$ cat src/rtl/boot_pkg.sv
package boot_pkg;
  localparam int WORD_W = 32;
  localparam logic [WORD_W-1:0] BOOT_SIG = 32'h424F_4F54;
  localparam logic [WORD_W-1:0] HDR_BASE = 32'h0000_0040;
  localparam logic [WORD_W-1:0] CFG_BASE = 32'h0000_0080;
  localparam int HDR_WORDS = 6;

  typedef enum logic [2:0] {
    ST_IDLE,
    ST_READ_HDR,
    ST_CHECK,
    ST_CONFIG,
    ST_COPY,
    ST_DONE,
    ST_FAIL
  } boot_state_e;
endpackage

$ cat src/rtl/boot_rst_sync.sv
module boot_rst_sync (
  input  logic clk,
  input  logic rst_n,
  output logic rst_sync_n
);
  logic [1:0] sync_q;

  always_ff @(posedge clk or negedge rst_n) begin
    if (!rst_n) sync_q <= 2'b00;
    else        sync_q <= {sync_q[0], 1'b1};
  end

  assign rst_sync_n = sync_q[1];
endmodule

$ cat src/rtl/boot_word_reader.sv
module boot_word_reader
  import boot_pkg::*;
(
  input  logic              clk,
  input  logic              rst_n,
  input  logic              go,
  input  logic [WORD_W-1:0] base,
  output logic              busy,
  output logic              done,
  output logic [WORD_W-1:0] word,
  output logic              rd_req,
  output logic [WORD_W-1:0] rd_addr,
  input  logic              rd_valid,
  input  logic [7:0]        rd_data
);
  logic              busy_q, busy_d;
  logic              done_q, done_d;
  logic [1:0]        cnt_q, cnt_d;
  logic [WORD_W-1:0] addr_q, addr_d;
  logic [WORD_W-1:0] word_q, word_d;

  always_comb begin
    busy_d = busy_q;
    done_d = 1'b0;
    cnt_d  = cnt_q;
    addr_d = addr_q;
    word_d = word_q;
    if (!busy_q && go) begin
      busy_d = 1'b1;
      addr_d = base;
      cnt_d  = 2'd0;
    end else if (busy_q && rd_valid) begin
      word_d = {word_q[WORD_W-9:0], rd_data};
      addr_d = addr_q + 1'b1;
      cnt_d  = cnt_q + 1'b1;
      if (cnt_q == 2'd3) begin
        busy_d = 1'b0;
        done_d = 1'b1;
      end
    end
  end

  always_ff @(posedge clk or negedge rst_n) begin
    if (!rst_n) begin
      busy_q <= 1'b0;
      done_q <= 1'b0;
      cnt_q  <= '0;
      addr_q <= '0;
      word_q <= '0;
    end else begin
      busy_q <= busy_d;
      done_q <= done_d;
      cnt_q  <= cnt_d;
      addr_q <= addr_d;
      word_q <= word_d;
    end
  end

  assign busy    = busy_q;
  assign done    = done_q;
  assign word    = word_q;
  assign rd_req  = busy_q;
  assign rd_addr = addr_q;


  rd_hold_chk: assert property (@(posedge clk) disable iff (!rst_n)
    (rd_req && !rd_valid) |=> (rd_req && $stable(rd_addr)));

  go_idle_chk: assert property (@(posedge clk) disable iff (!rst_n)
    go |-> !done);
endmodule

$ cat src/rtl/boot_wr_port.sv
module boot_wr_port
  import boot_pkg::*;
(
  input  logic              clk,
  input  logic              rst_n,
  input  logic              load,
  input  logic [WORD_W-1:0] addr_in,
  input  logic [WORD_W-1:0] data_in,
  output logic              busy,
  output logic              req,
  output logic [WORD_W-1:0] addr,
  output logic [WORD_W-1:0] data,
  input  logic              ack
);
  logic              req_q, req_d;
  logic [WORD_W-1:0] addr_q, addr_d;
  logic [WORD_W-1:0] data_q, data_d;

  always_comb begin
    req_d  = req_q;
    addr_d = addr_q;
    data_d = data_q;
    if (req_q && ack) req_d = 1'b0;
    if (load) begin
      req_d  = 1'b1;
      addr_d = addr_in;
      data_d = data_in;
    end
  end

  always_ff @(posedge clk or negedge rst_n) begin
    if (!rst_n) begin
      req_q  <= 1'b0;
      addr_q <= '0;
      data_q <= '0;
    end else begin
      req_q  <= req_d;
      addr_q <= addr_d;
      data_q <= data_d;
    end
  end

  assign busy = req_q;
  assign req  = req_q;
  assign addr = addr_q;
  assign data = data_q;


  wr_hold_chk: assert property (@(posedge clk) disable iff (!rst_n)
    (req && !ack) |=> (req && $stable(addr) && $stable(data)));

  load_idle_chk: assert property (@(posedge clk) disable iff (!rst_n)
    load |-> !req);
endmodule

$ cat src/rtl/boot_seq.sv
module boot_seq
  import boot_pkg::*;
#(
  parameter int          BLOCK_BYTES = 512,
  parameter int          MAX_PAIRS   = 1024,
  parameter logic [31:0] MAX_LEN     = 32'h8000_0000
) (
  input  logic              clk,
  input  logic              rst_n,
  input  logic              start,
  output logic              rd_go,
  output logic [WORD_W-1:0] rd_base,
  input  logic              rd_busy,
  input  logic              rd_done,
  input  logic [WORD_W-1:0] rd_word,
  output logic              cfg_load,
  output logic [WORD_W-1:0] cfg_addr,
  output logic [WORD_W-1:0] cfg_data,
  input  logic              cfg_busy,
  output logic              mem_load,
  output logic [WORD_W-1:0] mem_addr,
  output logic [WORD_W-1:0] mem_data,
  input  logic              mem_busy,
  output logic              done,
  output logic [WORD_W-1:0] exec_addr,
  output logic              reset_req,
  output logic              stor_en
);
  localparam int BLK_SH = $clog2(BLOCK_BYTES);
  localparam int IDX_W  = $clog2(MAX_PAIRS + 1);
  localparam int WC_W   = WORD_W - 2;

  boot_state_e       state_q, state_d;
  logic [1:0]        sub_q, sub_d;
  logic [IDX_W-1:0]  idx_q, idx_d;
  logic [WC_W-1:0]   wcnt_q, wcnt_d;
  logic [WORD_W-1:0] sig_q, sig_d, len_q, len_d, src_q, src_d;
  logic [WORD_W-1:0] tgt_q, tgt_d, exe_q, exe_d, npair_q, npair_d;
  logic [WORD_W-1:0] cfga_q, cfga_d;
  logic              hdr_ok, last_pair, last_word, no_words, want_rd;
  logic [WC_W-1:0]   words;

  assign words     = len_q[WORD_W-1:2];
  assign no_words  = (words == '0);
  assign last_word = (wcnt_q == words - 1'b1);
  assign last_pair = (idx_q == IDX_W'(npair_q - 1));
  assign hdr_ok    = (sig_q == BOOT_SIG) &&
                     (npair_q != '0) && (npair_q <= WORD_W'(MAX_PAIRS)) &&
                     (len_q[BLK_SH-1:0] == '0) && (src_q[BLK_SH-1:0] == '0) &&
                     (len_q <= MAX_LEN);

  always_comb begin
    want_rd = 1'b0;
    rd_base = '0;
    case (state_q)
      ST_READ_HDR: begin
        want_rd = 1'b1;
        rd_base = HDR_BASE + (WORD_W'(idx_q) << 3);
      end
      ST_CONFIG: begin
        want_rd = (sub_q != 2'd2);
        rd_base = CFG_BASE + (WORD_W'(idx_q) << 3) + ((sub_q == 2'd1) ? 32'd4 : 32'd0);
      end
      ST_COPY: begin
        want_rd = (sub_q == 2'd0);
        rd_base = src_q + (WORD_W'(wcnt_q) << 2);
      end
      default: ;
    endcase
  end

  assign rd_go = want_rd && !rd_busy && !rd_done;

  always_comb begin
    state_d  = state_q;
    sub_d    = sub_q;
    idx_d    = idx_q;
    wcnt_d   = wcnt_q;
    sig_d    = sig_q;
    len_d    = len_q;
    src_d    = src_q;
    tgt_d    = tgt_q;
    exe_d    = exe_q;
    npair_d  = npair_q;
    cfga_d   = cfga_q;
    cfg_load = 1'b0;
    mem_load = 1'b0;
    case (state_q)
      ST_IDLE: begin
        if (start) begin
          state_d = ST_READ_HDR;
          idx_d   = '0;
        end
      end
      ST_READ_HDR: begin
        if (rd_done) begin
          case (idx_q[2:0])
            3'd0:    sig_d   = rd_word;
            3'd1:    len_d   = rd_word;
            3'd2:    src_d   = rd_word;
            3'd3:    tgt_d   = rd_word;
            3'd4:    exe_d   = rd_word;
            default: npair_d = rd_word;
          endcase
          if (idx_q == IDX_W'(HDR_WORDS - 1)) begin
            state_d = ST_CHECK;
            idx_d   = '0;
          end else begin
            idx_d = idx_q + 1'b1;
          end
        end
      end
      ST_CHECK: begin
        state_d = hdr_ok ? ST_CONFIG : ST_FAIL;
        sub_d   = 2'd0;
        idx_d   = '0;
        wcnt_d  = '0;
      end
      ST_CONFIG: begin
        case (sub_q)
          2'd0: if (rd_done) begin
            cfga_d = rd_word;
            sub_d  = 2'd1;
          end
          2'd1: if (rd_done) begin
            cfg_load = 1'b1;
            sub_d    = 2'd2;
          end
          default: if (!cfg_busy) begin
            sub_d = 2'd0;
            if (last_pair) begin
              idx_d   = '0;
              state_d = no_words ? ST_DONE : ST_COPY;
            end else begin
              idx_d = idx_q + 1'b1;
            end
          end
        endcase
      end
      ST_COPY: begin
        if (sub_q == 2'd0) begin
          if (rd_done) begin
            mem_load = 1'b1;
            sub_d    = 2'd1;
          end
        end else if (!mem_busy) begin
          sub_d = 2'd0;
          if (last_word) state_d = ST_DONE;
          else           wcnt_d  = wcnt_q + 1'b1;
        end
      end
      default: ;
    endcase
  end

  always_ff @(posedge clk or negedge rst_n) begin
    if (!rst_n) begin
      state_q <= ST_IDLE;
      sub_q   <= '0;
      idx_q   <= '0;
      wcnt_q  <= '0;
      sig_q   <= '0;
      len_q   <= '0;
      src_q   <= '0;
      tgt_q   <= '0;
      exe_q   <= '0;
      npair_q <= '0;
      cfga_q  <= '0;
    end else begin
      state_q <= state_d;
      sub_q   <= sub_d;
      idx_q   <= idx_d;
      wcnt_q  <= wcnt_d;
      sig_q   <= sig_d;
      len_q   <= len_d;
      src_q   <= src_d;
      tgt_q   <= tgt_d;
      exe_q   <= exe_d;
      npair_q <= npair_d;
      cfga_q  <= cfga_d;
    end
  end

  assign cfg_addr  = cfga_q;
  assign cfg_data  = rd_word;
  assign mem_addr  = tgt_q + (WORD_W'(wcnt_q) << 2);
  assign mem_data  = rd_word;
  assign done      = (state_q == ST_DONE);
  assign exec_addr = done ? exe_q : '0;
  assign reset_req = (state_q == ST_FAIL);
  assign stor_en   = (state_q != ST_FAIL);


  cfg_before_mem_chk: assert property (@(posedge clk) disable iff (!rst_n)
    mem_load |-> !cfg_busy);

  done_quiet_chk: assert property (@(posedge clk) disable iff (!rst_n)
    done |-> (!mem_busy && !cfg_busy && !rd_busy));

  done_sticky_chk: assert property (@(posedge clk) disable iff (!rst_n)
    done |=> done);

  fail_sticky_chk: assert property (@(posedge clk) disable iff (!rst_n)
    reset_req |=> reset_req);
endmodule

$ cat src/rtl/boot_hdr_loader.sv
module boot_hdr_loader
  import boot_pkg::*;
#(
  parameter int          BLOCK_BYTES = 512,
  parameter int          MAX_PAIRS   = 1024,
  parameter logic [31:0] MAX_LEN     = 32'h8000_0000
) (
  input  logic        clk,
  input  logic        rst_n,
  input  logic        start,
  output logic        stor_en,
  output logic        rd_req,
  output logic [31:0] rd_addr,
  input  logic        rd_valid,
  input  logic [7:0]  rd_data,
  output logic        cfg_wr_req,
  output logic [31:0] cfg_wr_addr,
  output logic [31:0] cfg_wr_data,
  input  logic        cfg_wr_ack,
  output logic        mem_wr_req,
  output logic [31:0] mem_wr_addr,
  output logic [31:0] mem_wr_data,
  input  logic        mem_wr_ack,
  output logic        done,
  output logic [31:0] exec_addr,
  output logic        reset_req
);
  logic              rst_sync_n;
  logic              rd_go, rd_busy, rd_done;
  logic [WORD_W-1:0] rd_base, rd_word;
  logic              cfg_load, cfg_busy, mem_load, mem_busy;
  logic [WORD_W-1:0] cfg_a, cfg_d, mem_a, mem_d;

  boot_rst_sync u_rst (.clk(clk), .rst_n(rst_n), .rst_sync_n(rst_sync_n));

  boot_word_reader u_rd (
    .clk(clk), .rst_n(rst_sync_n), .go(rd_go), .base(rd_base),
    .busy(rd_busy), .done(rd_done), .word(rd_word),
    .rd_req(rd_req), .rd_addr(rd_addr), .rd_valid(rd_valid), .rd_data(rd_data)
  );

  boot_seq #(.BLOCK_BYTES(BLOCK_BYTES), .MAX_PAIRS(MAX_PAIRS), .MAX_LEN(MAX_LEN)) u_seq (
    .clk(clk), .rst_n(rst_sync_n), .start(start),
    .rd_go(rd_go), .rd_base(rd_base), .rd_busy(rd_busy), .rd_done(rd_done), .rd_word(rd_word),
    .cfg_load(cfg_load), .cfg_addr(cfg_a), .cfg_data(cfg_d), .cfg_busy(cfg_busy),
    .mem_load(mem_load), .mem_addr(mem_a), .mem_data(mem_d), .mem_busy(mem_busy),
    .done(done), .exec_addr(exec_addr), .reset_req(reset_req), .stor_en(stor_en)
  );

  boot_wr_port u_cfg (
    .clk(clk), .rst_n(rst_sync_n), .load(cfg_load), .addr_in(cfg_a), .data_in(cfg_d),
    .busy(cfg_busy), .req(cfg_wr_req), .addr(cfg_wr_addr), .data(cfg_wr_data), .ack(cfg_wr_ack)
  );

  boot_wr_port u_mem (
    .clk(clk), .rst_n(rst_sync_n), .load(mem_load), .addr_in(mem_a), .data_in(mem_d),
    .busy(mem_busy), .req(mem_wr_req), .addr(mem_wr_addr), .data(mem_wr_data), .ack(mem_wr_ack)
  );


  port_excl_chk: assert property (@(posedge clk) disable iff (!rst_sync_n)
    mem_wr_req |-> !cfg_wr_req);

  fail_quiet_chk: assert property (@(posedge clk) disable iff (!rst_sync_n)
    reset_req |-> (!rd_req && !stor_en && !cfg_wr_req && !mem_wr_req));

  exec_gate_chk: assert property (@(posedge clk) disable iff (!rst_sync_n)
    !done |-> (exec_addr == '0));
endmodule

$ cat config.mk
export PLATFORM = sky130hd
export DESIGN_NAME = boot_hdr_loader
export DESIGN_NICKNAME = d
export VERILOG_FILES = /design/src/rtl/boot_pkg.sv /design/src/rtl/boot_rst_sync.sv /design/src/rtl/boot_word_reader.sv /design/src/rtl/boot_wr_port.sv /design/src/rtl/boot_seq.sv /design/src/rtl/boot_hdr_loader.sv
export SDC_FILE = /design/constraint.sdc
export NUM_CORES = 1
export LEC_CHECK = 0
export CELL_PAD_IN_SITES_DETAIL_PLACEMENT = 1
export CELL_PAD_IN_SITES_GLOBAL_PLACEMENT = 2
export CORE_MARGIN = 2
export CORE_UTILIZATION = 25
export CTS_CLUSTER_DIAMETER = 80
export DETAILED_ROUTE_END_ITERATION = 10
export PLACE_DENSITY = 0.57
export SYNTH_ARGS = -nofsm -noshare
export SYNTH_HDL_FRONTEND = slang
export SYNTH_HIERARCHICAL = 1
export SYNTH_SLANG_ARGS = --single-unit
$ cat constraint.sdc
create_clock -name clk -period 18.55 [get_ports clk]
set_input_delay 5.565 -clock clk [delete_from_list [all_inputs] [get_ports clk]]
set_output_delay 5.565 -clock clk [all_outputs]
set_load 0.005 [all_outputs]
== Word level (Yosys, flattened, before mapping) ==
Cells that the tools add are included.
Storage, ports and cells
  logic and storage cells: 165
  register bits: 470
Cells by class
  $add $sub $neg: 11
  bitwise logic cells: 2
  muxes and demuxes: 53
  equality and inequality tests: 31
  order comparisons: 2
  reductions and logical operators: 43
Operator list (count)
  $add A32 B32 Y32: 3
  $mux W32: 3
  $pmux W32 S3: 1
  $mux W30: 3
  $mux W11: 6
  $pmux W30 S2: 1
  $pmux W11 S4: 1
  $mux W3: 11
  $add A32 B1 Y32 const B: 1
  $eq A32 B31 Y1 const B: 1
  $le A32 B11 Y1 const B: 1
  $le A32 B32 Y1 const B: 1
  $reduce_bool A32 Y1: 1
  $add A30 B1 Y30 const B: 1
  $eq A30 B30 Y1: 1
  $logic_not A30 Y1: 1
  $sub A30 B1 Y30 const B: 1
  $reduce_and A3 Y1: 7
  $logic_not A9 Y1: 2
  $mux W1: 16
  $ne A2 B2 Y1 const B: 8
  $add A7 B14 Y15 const A: 1
  $add A8 B14 Y15 const A: 1
  $pmux W3 S5: 1
  other kinds (32): 68

== Longest topological paths before layout ==
Gate-level depths: netlist (run 1).
  depth after elaboration: 8
  gate-level depth with buffers: 15
  gate-level depth less buffers: 14

== By module ==
The synthesis (run 1) kept the hierarchy.
By module, submodules not included
  boot_seq: times used 1, cells each 1606, area an instance 16538.4 sq um, sequential area each 6756.5 sq um
  boot_wr_port: times used 2, cells each 139, area an instance 2622.5 sq um, sequential area each 1626.6 sq um
  boot_word_reader: times used 1, cells each 358, area an instance 3205.6 sq um, sequential area each 1701.6 sq um
  boot_rst_sync: times used 1, cells each 3, area an instance 53.8 sq um, sequential area each 50.0 sq um

== Least setup slack after synthesis (run 1) ==
OpenSTA, ideal clock, no wires.
  path kind: flip-flop to output port
  start: register u_seq.state_q[1]
  end: output exec_addr[22]
  path slack: 11.572 ns
  arrival time: 1.413 ns
  data required time: 12.985 ns
  cell stages (with the launch flop): 6
  buffers on the path: 3
  cells stage by stage: dfrtp_1 > clkbuf_1 > clkbuf_1 > and3b_1 > clkbuf_1 > and2_1
Between the ends
  word-level cells in the longest chain between the ends: 2
RTL lines
  from (decl): RTL line boot_seq.sv:33  | boot_state_e state_q, state_d;
  from (signal assigned): RTL line boot_seq.sv:170  | state_q <= state_d;
  $eq A3 B3 Y1: RTL line boot_seq.sv:188  | assign done = (state_q == ST_DONE);
  via done: RTL line boot_hdr_loader.sv:24  | output logic done,
  $mux W32: RTL line boot_seq.sv:189  | assign exec_addr = done ? exe_q : '0;
  to (decl): RTL line boot_hdr_loader.sv:25  | output logic [31:0] exec_addr,
The timed path passes the listed nets, and every way through them passes these cells.

== Worst setup path in the final report (run 1) ==
  start: register u_seq.state_q[2]
  end: output exec_addr[29]
Between the ends
  word-level cells in the longest chain between the ends: 2
RTL lines (RTL line)
  $eq A3 B3 Y1: boot_seq.sv:188
  $mux W32: boot_seq.sv:189
Every way passes these cells.

==> out/qor.yml, run 1 <==
die:
  ios: 212
  die-area_sq_um: 103000
  core_sq_um: 99700
  die_h_um: 321
  rows: 116
  start_util_pct: 25.1
  die_w_um: 321
power:
  power_density_nw_per_um2: 118
  power.total_mw: 3.52
  comb_power_share_pct: 23.8
  power_switching_mw: 1.29
  power_leakage_nw: 13.7
  ir_drop_mv: 0.0674
  switching_share_pct: 36.8
  power_frac_seq_pct: 44.0
  pwr-share-clk_pct: 32.2
  internal-power_mw: 2.22
setup_path:
  arrival_ps: 2440
  start_kind: "flip-flop"
  worstSetupPathType: "flip-flop to output pin"
  critical_path.max_fanout: 33
  endpoint_kind: "output pin"
  rr_startpoint: "u_rst/sync_q[1]"
  rr_endpoint: "u_seq/npair_q[9]"
  reg2regPathDepth: 4
  required_ps: 12980
  rrSetupSlack_ps: 14090
global_route:
  grt_pass1_vias: 19400
  track_usage_pct: 16.9
  grt_pass1_wl_um: 132000
  grt_use_met2_pct: 29.4
  grt.overflow.total: 0
  antenna_found_initial: 9
  met1_usage_pct: 22.2
  met3_usage_pct: 2.36
  busiest_layer: "met2"
  grt_max_degree: 148
placed_design:
  hpwl_um: 59800
  dpl_worst_slack_ps: 10580
  place.gp.congestion: 0.821
  io_buffers: 211
clock_tree:
  cts_inserted_buffers: 57
  clkSlewWorstSetupHoldPaths_ps: 60
  hold_buffers: 0
  insertion_delay_ps: 640
  cts_tree: "yes"
  htreeDepth: 2
  cts_resized: 0
  cts_sinks: 470
  clk_root_buffer_cell: "clkbuf_16"
  post_cts_buffers: 0
  cts_buffer_depth: 3
logic_synthesis:
  synth_top_area_share_pct: 47.0
  synth_top_family_by_area: "multiplexers"
  yosys-top-cells-count: "470 x dfrtp_1, 255 x mux2_2, 215 x nand2_1"
  ys_ff_latch: 470
  synth_area_per_cell_sq_um: 11.2
  synth.largest_area_cell: "dfrtp_1"
  synthMuxAreaShare_pct: 17.6
  synth_simple_gate_area_share_pct: 13.8
  synthCells: 2245
  synthXorXnorAreaFrac_pct: 4.30
  synth_flop_cell: "dfrtp_1"
  synth_edf_count: 0
  syn_area_sq_um: 25000
  synth_area_leaders: "dfrtp_1 47%, mux2_2 11%, mux2_4 5.9%"
  synth_cell_types: 81
  synth_compound_area_share_pct: 8.85
  async_flop_share_pct: 100
  yosysSeqAreaShare_pct: 47.0
  synthAdderAreaFrac_pct: 3.81
  synth_fp_nets: 2334
  yosysWarningCount: 6
  synth.most_common_cell: "dfrtp_1"
timing:
  timing.fmax_ghz: 0.125
  fin_crit_ps: 8000
  drv_slew: 0
  finalHoldViolCount: 0
  setup_tns_ps: 0
  period_share_pct: 43.1
  rsz0062_at_grt: "no"
  skew_ps: 16.8
  holdWs_ps: 385
  worst_slack_ps: 10550
  relSlewSlack_pct: 29.1
  setup-violations-final: 0
  max_slew.worst_pin.slew_ps: 1060
drt:
  ant_nets: 0
  drt_iter0_drc: 886
  drc: 0
  avgViaCountPerCell: 4.86
  wl_um: 87200
  wl_per_cell_um: 23.5
  drtPass1Iterations: 5
  vias: 18100
hold_path:
  hp-start: "u_rst/sync_q[0]"
  hold_path_end: "u_rst/sync_q[1]"
  hp-class: "flip-flop to flip-flop"
  holdPathStages: 0
finish:
  drive_gt1_share_pct: 20.5
  area_delta_synth_final_pct: 19.2
  fin_nets: 2455
job:
  drv_cap: 0
status:
  status: "finished, final reports clean"
==> kinds of logic (layout without fill, tap and decap cells) <==
group / after synthesis / in the layout
AND/OR/NAND/NOR: 660 / 660
flip-flops: 470 / 470
other: 1 / 6
XOR/XNOR: 123 / 123
AO/OA/AOI/OAI: 348 / 348
buffers and inverters: 208 / 371
multiplexers: 360 / 360
adder cells (fa/ha/maj): 75 / 75
==> layout by cell type (no fill, tap or decap), types with 39 or more instances in the layout <==
cell type,Yosys,routed
mux2_4,98,98
and2_1,46,44
inv_1,39,39
xor2_1,50,50
xnor2_1,73,73
o21ai_0,90,90
nand2_1,215,213
ha_1,73,73
clkdlybuf4s50_1,0,211
clkbuf_16,0,57
nand3_1,57,57
dfrtp_1,470,469
mux2_2,255,255
a21oi_1,89,89
nor2_1,82,82
==> metal layers <==
layer	up-vias	share of wire, %
met4	0	1.9
met1	9442	46
met2	273	49
li1	8242	-
met5	-	0
met3	95	3.0
==> power groups by stage <==
stage | combinational [mW] | clock (mW) | sequential [mW]
after floorplan | 0.611 | 0 | 1.35
after global placement | 0.827 | 0 | 1.57
after detailed placement | 0.847 | 0 | 1.58
after CTS | 0.851 | 1.18 | 1.56
after global routing | 0.924 | 1.22 | 1.58
final | 0.838 | 1.13 | 1.55
==> cell type report <==
class                   instances  area (sq um)
inverters                      39           146
fillers                     10900         69900
diodes                          5          12.5
multi-input cells            1567         12100
flip-flops and latches        470         11800
repair buffers                231          2270
clock inverters                15           181
well taps                    1298          1620
clock buffers                  86          1700
==> critical path, stage by stage, from the launching register on <==
cell	delay, ps
dfrtp_1	500
and3b_1	210
buf_4	350
and2_1	200
clkdlybuf4s50_1	500
==> stage by stage <==
| step | std cells | area (sq um) | utilization [%] |
|---|---|---|---|
| after floorplan | 2245 | 25000 | - |
| after global placement | 3605 | 28000 | 28.0 |
| after detailed placement | 3605 | 28000 | 28.0 |
| after CTS | 3706 | 29800 | 29.9 |
| after global routing | 3706 | 29800 | 29.9 |
| final | 3711 | 29800 | 29.9 |
==> how the worst max path moves through the flow <==
stage	from	cells after the start	slack (ps)	to
floorplan	u_rst/sync_q[1]	0	4480	u_cfg/addr[0]
global placement	rd_valid	5	10680	u_rd/rd_addr[23]
detailed placement	rd_valid	5	10580	u_rd/rd_addr[3]
CTS	u_seq/state_q[2]	4	10430	exec_addr[10]
global route	u_seq/state_q[2]	4	10380	exec_addr[10]
finish	u_seq/state_q[2]	4	10550	exec_addr[29]
No activity file was read; power rests on OpenSTA's default activity.
==> run 2: changes to the inputs <==
--- a/config.mk
+++ b/config.mk
@@ -11,7 +11,7 @@
 export CORE_UTILIZATION = 25
 export CTS_CLUSTER_DIAMETER = 80
 export DETAILED_ROUTE_END_ITERATION = 10
-export PLACE_DENSITY = 0.57
+export PLACE_DENSITY = 0.59
 export SYNTH_ARGS = -nofsm -noshare
 export SYNTH_HDL_FRONTEND = slang
 export SYNTH_HIERARCHICAL = 1
==> constraint.sdc (replaced) <==
create_clock -name clk -period 7.1 [get_ports clk]
set_input_delay 2.13 -clock clk [delete_from_list [all_inputs] [get_ports clk]]
set_output_delay 2.13 -clock clk [all_outputs]
set_load 0.005 [all_outputs]
==> run 2 against run 1 <==
- setup slack lost 8200 ps
- die area is the same
- sequential power grew to 2.6 times the previous value
- critical path depth grew 1
- clock power grew to 2.9 times the previous value
- total power grew to 2.7 times the previous value
- design area grew 0.80%
- largest power group unchanged
- non-clock buffer count shrank 2
- sequential share of layout area shrank 0.31 points
- sequential cell count is the same
==> out/qor.yml, run 2 (synthesis results as in run 1) <==
status:
  status: "finished, final reports clean"  # unchanged
finish:
  layout_commonest_cell: "dfrtp_1"  # unchanged
  fin_nets: 2453  # was 2455
  final_util_pct: 30.2  # was 29.9%
  drive_gt1_share_pct: 21.0  # was 20.5%
  instances_no_fill: 3712  # was 3711
  area_delta_synth_final_pct: 20.1  # was 19.2%
  stdcell_area_sq_um: 30100  # was 29800 sq um
  layout_common_cells: "469 x dfrtp_1, 255 x mux2_2, 213 x nand2_1"  # unchanged
timing:
  fin_crit_ps: 4730
  skew_ps: 27.4  # was 16.8 ps
  setup-violations-final: 0  # unchanged
  drv_slew: 0  # unchanged
  setup_tns_ps: 0  # unchanged
  timing.fmax_ghz: 0.211
  period_share_pct: 66.6
  max_slew.worst_pin.slew_ps: 1120  # was 1060 ps
  worst_slack_ps: 2370  # was 10550 ps
  relSlewSlack_pct: 25.1  # was 29.1%
  rsz0062_at_grt: "no"  # unchanged
  finalHoldViolCount: 0  # unchanged
setup_path:
  rr_startpoint: "u_seq/len_q[4]"  # was u_rst/sync_q[1]
  rrSetupSlack_ps: 2970  # was 14090 ps
  worstSetupPathType: "flip-flop to output pin"  # unchanged
  arrival_ps: 2600  # was 2440 ps
  slowest_stage: "clkdlybuf4s50_1"  # was dfrtp_1
  critical_path.max_fanout: 33  # unchanged
  crit_top_cell: "buf_4"
  worstPathCellList: "buf_4 -> and3b_1 -> buf_4 -> and2_1 -> clkdlybuf4s50_1"  # was and3b_1 -> buf_4 -> and2_1 -> clkdlybuf4s50_1
  endpoint_kind: "output pin"  # unchanged
  rr_endpoint: "u_seq/wcnt_q[19]"  # was u_seq/npair_q[9]
  start_kind: "flip-flop"  # unchanged
  critPathMaxStageDelay_ps: 500  # about the same
  required_ps: 4970  # was 12980 ps
  reg2regPathDepth: 9  # was 4
die:
  die-area_sq_um: 103000  # unchanged
  die_h_um: 321  # unchanged
  start_util_pct: 25.1  # unchanged
  die_w_um: 321  # unchanged
  rows: 116  # unchanged
  core_sq_um: 99700  # unchanged
  ios: 212  # unchanged
power:
  power_density_nw_per_um2: 315  # was 118 nW/um^2
  ir_drop_mv: 0.187  # was 0.0674 mV
  power_leakage_nw: 13.9  # was 13.7 nW
clock_tree:
  cts_resized: 0  # unchanged
  post_cts_buffers: 0  # unchanged
  clkSlewWorstSetupHoldPaths_ps: 60  # about the same
  cts_sinks: 470  # unchanged
  hold_buffers: 0  # unchanged
  htreeDepth: 2  # unchanged
  cts_inserted_buffers: 57  # unchanged
  cts_buffer_depth: 3  # unchanged
  cts_tree: "yes"  # unchanged
  clk_root_buffer_cell: "clkbuf_16"  # unchanged
  insertion_delay_ps: 640  # about the same
job:
  drv_cap: 0  # unchanged
drt:
  vias: 18100  # about the same
  drtPass1Iterations: 5  # unchanged
  wl_per_cell_um: 23.2  # was 23.5 um
  drt_iter0_drc: 930  # was 886
  ant_nets: 0  # unchanged
  wl_um: 86300  # was 87200 um
  drc: 0  # unchanged
  avgViaCountPerCell: 4.86  # about the same
global_route:
  track_usage_pct: 16.7  # was 16.9%
  grt_pass1_vias: 19500  # was 19400
  grt_max_degree: 156  # was 148
  grt.overflow.total: 0  # unchanged
  antenna_found_initial: 9  # unchanged
  grt_pass1_wl_um: 130000  # was 132000 um
placed_design:
  dp.cells: 3603  # was 3605
  hpwl_um: 59400  # was 59800 um
  place_area_sq_um: 28000  # unchanged
  io_buffers: 211  # unchanged
  place.gp.congestion: 0.813  # was 0.821
  dpl_worst_slack_ps: 2630  # was 10580 ps
hold_path:
  hp-class: "flip-flop to async pin"  # was flip-flop to flip-flop
## run 2: changes by cell type in the layout (fill, tap and decap cells not counted), sizes merged
cell | before | now
buf | 20 | 18
bufinv | 3 | 12
clkbuf | 86 | 70
clkinv | 7 | 16
clkinvlp | 2 | 4
diode | 5 | 4
## run 2: how the worst max path moves through the flow
stage | startpoint | endpoint | slack, ps | cells past startpoint
detailed placement | rd_valid | u_rd/rd_addr[4] | 2630 | 5
global route | u_seq/state_q[1] | exec_addr[10] | 2210 | 5
floorplan | u_rst/sync_q[1] | u_cfg/addr[0] | 2510 | 0
finish | u_seq/state_q[1] | exec_addr[26] | 2370 | 5
global placement | rd_valid | u_rd/rd_addr[23] | 2700 | 5
CTS | u_seq/state_q[1] | exec_addr[10] | 2290 | 5
## run 2: critical path: cells and delay by family (launching register included)
family	cells	cell delay, ps
buffers and inverters	3	1100
and+or+nand+nor	2	480
DFF	1	350
## run 2: through the flow
step	hold WS (ps)	power, mW
after floorplan	331	5.12
after global placement	249	6.24
after detailed placement	258	6.32
after CTS	260	9.68
after global routing	275	10.0
final	241	9.48
## run 2: cell type report
cell class                 instances  area [sq um]
inverter                          39           146
fill                           10900         69600
clock buffer                      70          1570
sequential                       470         11800
antenna                            4          10.0
timing repair buffer             229          2270
clock inverter                    35           552
multi-input combinational       1567         12200
tap                             1298          1620
## run 2: where the power goes
part	switching (mW)	internal [mW]	leakage [nW]
logic	1.18	0.999	6.37
clock network	1.26	2.01	1.03
registers	0.971	3.06	6.45
total	3.42	6.07	13.9
## run 2: metal layers
metal / GRT usage, % / wire (um)
met1: 21.8 / 38900
met2: 28.8 / 42400
met3: 2.17 / 2760
met4: 4.78 / 2280
met5: 0 / 0
==> run 3: changes to the inputs <==
--- a/config.mk
+++ b/config.mk
@@ -11,7 +11,7 @@
 export CORE_UTILIZATION = 25
 export CTS_CLUSTER_DIAMETER = 80
 export DETAILED_ROUTE_END_ITERATION = 10
-export PLACE_DENSITY = 0.59
+export PLACE_DENSITY = 0.57
 export SYNTH_ARGS = -nofsm -noshare
 export SYNTH_HDL_FRONTEND = slang
 export SYNTH_HIERARCHICAL = 1
==> constraint.sdc (replaced) <==
create_clock -name clk -period 4.4 [get_ports clk]
set_input_delay 1.32 -clock clk [delete_from_list [all_inputs] [get_ports clk]]
set_output_delay 1.32 -clock clk [all_outputs]
set_load 0.005 [all_outputs]
==> run 3 against run 2 <==
- die area unchanged
- critical path type unchanged
- critical endpoint is now exec_addr[20]
- hold slack better by 110 ps
- critical path depth down 1
==> out/qor.yml, run 3 (synthesis results as in run 1) <==
status:
  status: "finished, final reports clean"  # unchanged
die:
  die-area_sq_um: 103000  # unchanged
  core_sq_um: 99700  # unchanged
  ios: 212  # unchanged
  rows: 116  # unchanged
  start_util_pct: 25.1  # unchanged
  die_h_um: 321  # unchanged
  die_w_um: 321  # unchanged
timing:
  timing.fmax_ghz: 0.263
  finalHoldViolCount: 0  # unchanged
  max_slew.worst_pin.slew_ps: 1020  # was 1120 ps
  period_share_pct: 86.4
  fin_crit_ps: 3800
  setup_tns_ps: 0  # unchanged
  drv_slew: 0  # unchanged
  skew_ps: 50.2  # was 27.4 ps
  setup-violations-final: 0  # unchanged
  relSlewSlack_pct: 32.1  # was 25.1%
  rsz0062_at_grt: "no"  # unchanged
clock_tree:
  clk_root_buffer_cell: "clkbuf_16"  # unchanged
  cts_sinks: 470  # unchanged
  insertion_delay_ps: 660  # was 640 ps
  post_cts_buffers: 0  # unchanged
  hold_buffers: 0  # unchanged
  cts_tree: "yes"  # unchanged
  clkSlewWorstSetupHoldPaths_ps: 60  # about the same
  htreeDepth: 2  # unchanged
  cts_buffer_depth: 3  # unchanged
  cts_resized: 0  # unchanged
  cts_inserted_buffers: 57  # unchanged
finish:
  stdcell_area_sq_um: 30100  # about the same
  n_fill_cell: 10900  # about the same
  layout_common_cells: "469 x dfrtp_1, 255 x mux2_2, 212 x nand2_1"  # was 469 x dfrtp_1, 255 x mux2_2, 213 x nand2_1
  area_delta_synth_final_pct: 20.3  # was 20.1%
  layout_commonest_cell: "dfrtp_1"  # unchanged
  fin_nets: 2471  # was 2453
  drive_gt1_share_pct: 21.2  # was 21.0%
setup_path:
  rr_startpoint: "u_seq/len_q[4]"  # unchanged
  critical_path.max_fanout: 33  # unchanged
  worstSetupPathType: "flip-flop to output pin"  # unchanged
  required_ps: 3080  # was 4970 ps
  arrival_ps: 2480  # was 2600 ps
  timing.critical_path.from: "u_seq/state_q[2]"  # was u_seq/state_q[1]
  endpoint_kind: "output pin"  # unchanged
  start_kind: "flip-flop"  # unchanged
  reg2regPathDepth: 9  # unchanged
drt:
  drtPass1Iterations: 5  # unchanged
  avgViaCountPerCell: 4.86  # about the same
  ant_nets: 0  # unchanged
  wl_per_cell_um: 23.3  # was 23.2 um
  drt_iter0_drc: 854  # was 930
  vias: 18100  # about the same
  drc: 0  # unchanged
  wl_um: 86900  # was 86300 um
hold_path:
  hp-class: "flip-flop to flip-flop"  # was flip-flop to async pin
  hp-start: "u_rst/sync_q[0]"
  holdPathStages: 0
placed_design:
  hpwl_um: 60400  # was 59400 um
  io_buffers: 211  # unchanged
  place.gp.congestion: 0.830  # was 0.813
  place_area_sq_um: 28100  # was 28000 sq um
power:
  power_density_nw_per_um2: 496  # was 315 nW/um^2
  ir_drop_mv: 0.354  # was 0.187 mV
  power_leakage_nw: 13.9  # about the same
global_route:
  track_usage_pct: 16.8  # was 16.7%
  grt.overflow.total: 0  # unchanged
  antenna_found_initial: 15  # was 9
  grt_max_degree: 100  # was 156
  grt_pass1_wl_um: 131000  # was 130000 um
  grt_pass1_vias: 19700  # was 19500
job:
  drv_cap: 0  # unchanged
run 3: cell types whose count changed in the layout (fill, tap and decap cells not counted), moves of 2 or more:
cell and change:
buf_12 +4, buf_4 +14, bufinv_16 -8, clkbuf_1 +6
clkbuf_8 +9, clkinv_2 -3, clkinv_4 -2, clkinvlp_4 -3
inv_6 -2
run 3: worst max-delay path: stages (launching register included):
cell	delay, ps
dfrtp_1	490
and3b_1	210
buf_4	370
and2_1	200
clkdlybuf4s50_1	540
run 3: path summary, 6_finish.rpt:
| path | endpoint | slack [ps] |
|---|---|---|
| worst max-delay path | exec_addr[20] | 600 |
| worst min-delay path | u_rst/sync_q[1] | 350 |
| worst max register to register | u_seq/wcnt_q[3] | 600 |
| worst min register to register | u_rst/sync_q[1] | 350 |
| max in group asynchronous | u_seq/npair_q[5] | 2860 |
| min in group asynchronous | u_cfg/data[16] | 440 |
run 3: area by class of cell:
| type | count | area, sq um | area share (%) |
|---|---|---|---|
| Antenna cell | 3 | 7.51 | 0.0249 |
| Clock buffer | 85 | 1710 | 5.68 |
| Clock inverter | 17 | 253 | 0.839 |
| Inverter | 39 | 146 | 0.486 |
| Multi-Input combinational cell | 1567 | 12200 | 40.3 |
| Sequential cell | 470 | 11800 | 39.1 |
| Tap cell | 1298 | 1620 | 5.39 |
| Timing Repair Buffer | 247 | 2460 | 8.16 |
run 3: power breakdown:
group	internal, mW	switching, mW	total (mW)
Sequential	4.94	1.50	6.44
Combinational	1.64	1.96	3.60
Clock	2.92	2.00	4.92
run 3: routing by layer:
metal / vias to the layer above / wire, um / track usage (%) / share of wire (%)
met5: - / 13 / 0 / 0.015
met3: 107 / 3380 / 2.68 / 3.9
met1: 9372 / 38600 / 21.7 / 44
li1: 8266 / - / - / -
met2: 344 / 42500 / 28.8 / 49
met4: 2 / 2410 / 4.80 / 2.8
run 3: metrics by stage:
step,std cells,util (%),hold slack [ps],setup WS [ps],power (mW)
final,3726,30.2,352,598,15.0
after global routing,3723,30.2,370,233,15.8
after CTS,3723,30.2,355,480,15.2
after detailed placement,3621,28.2,340,670,10.2
after global placement,3621,28.2,337,786,10.1
after floorplan,2245,-,331,-191,8.26
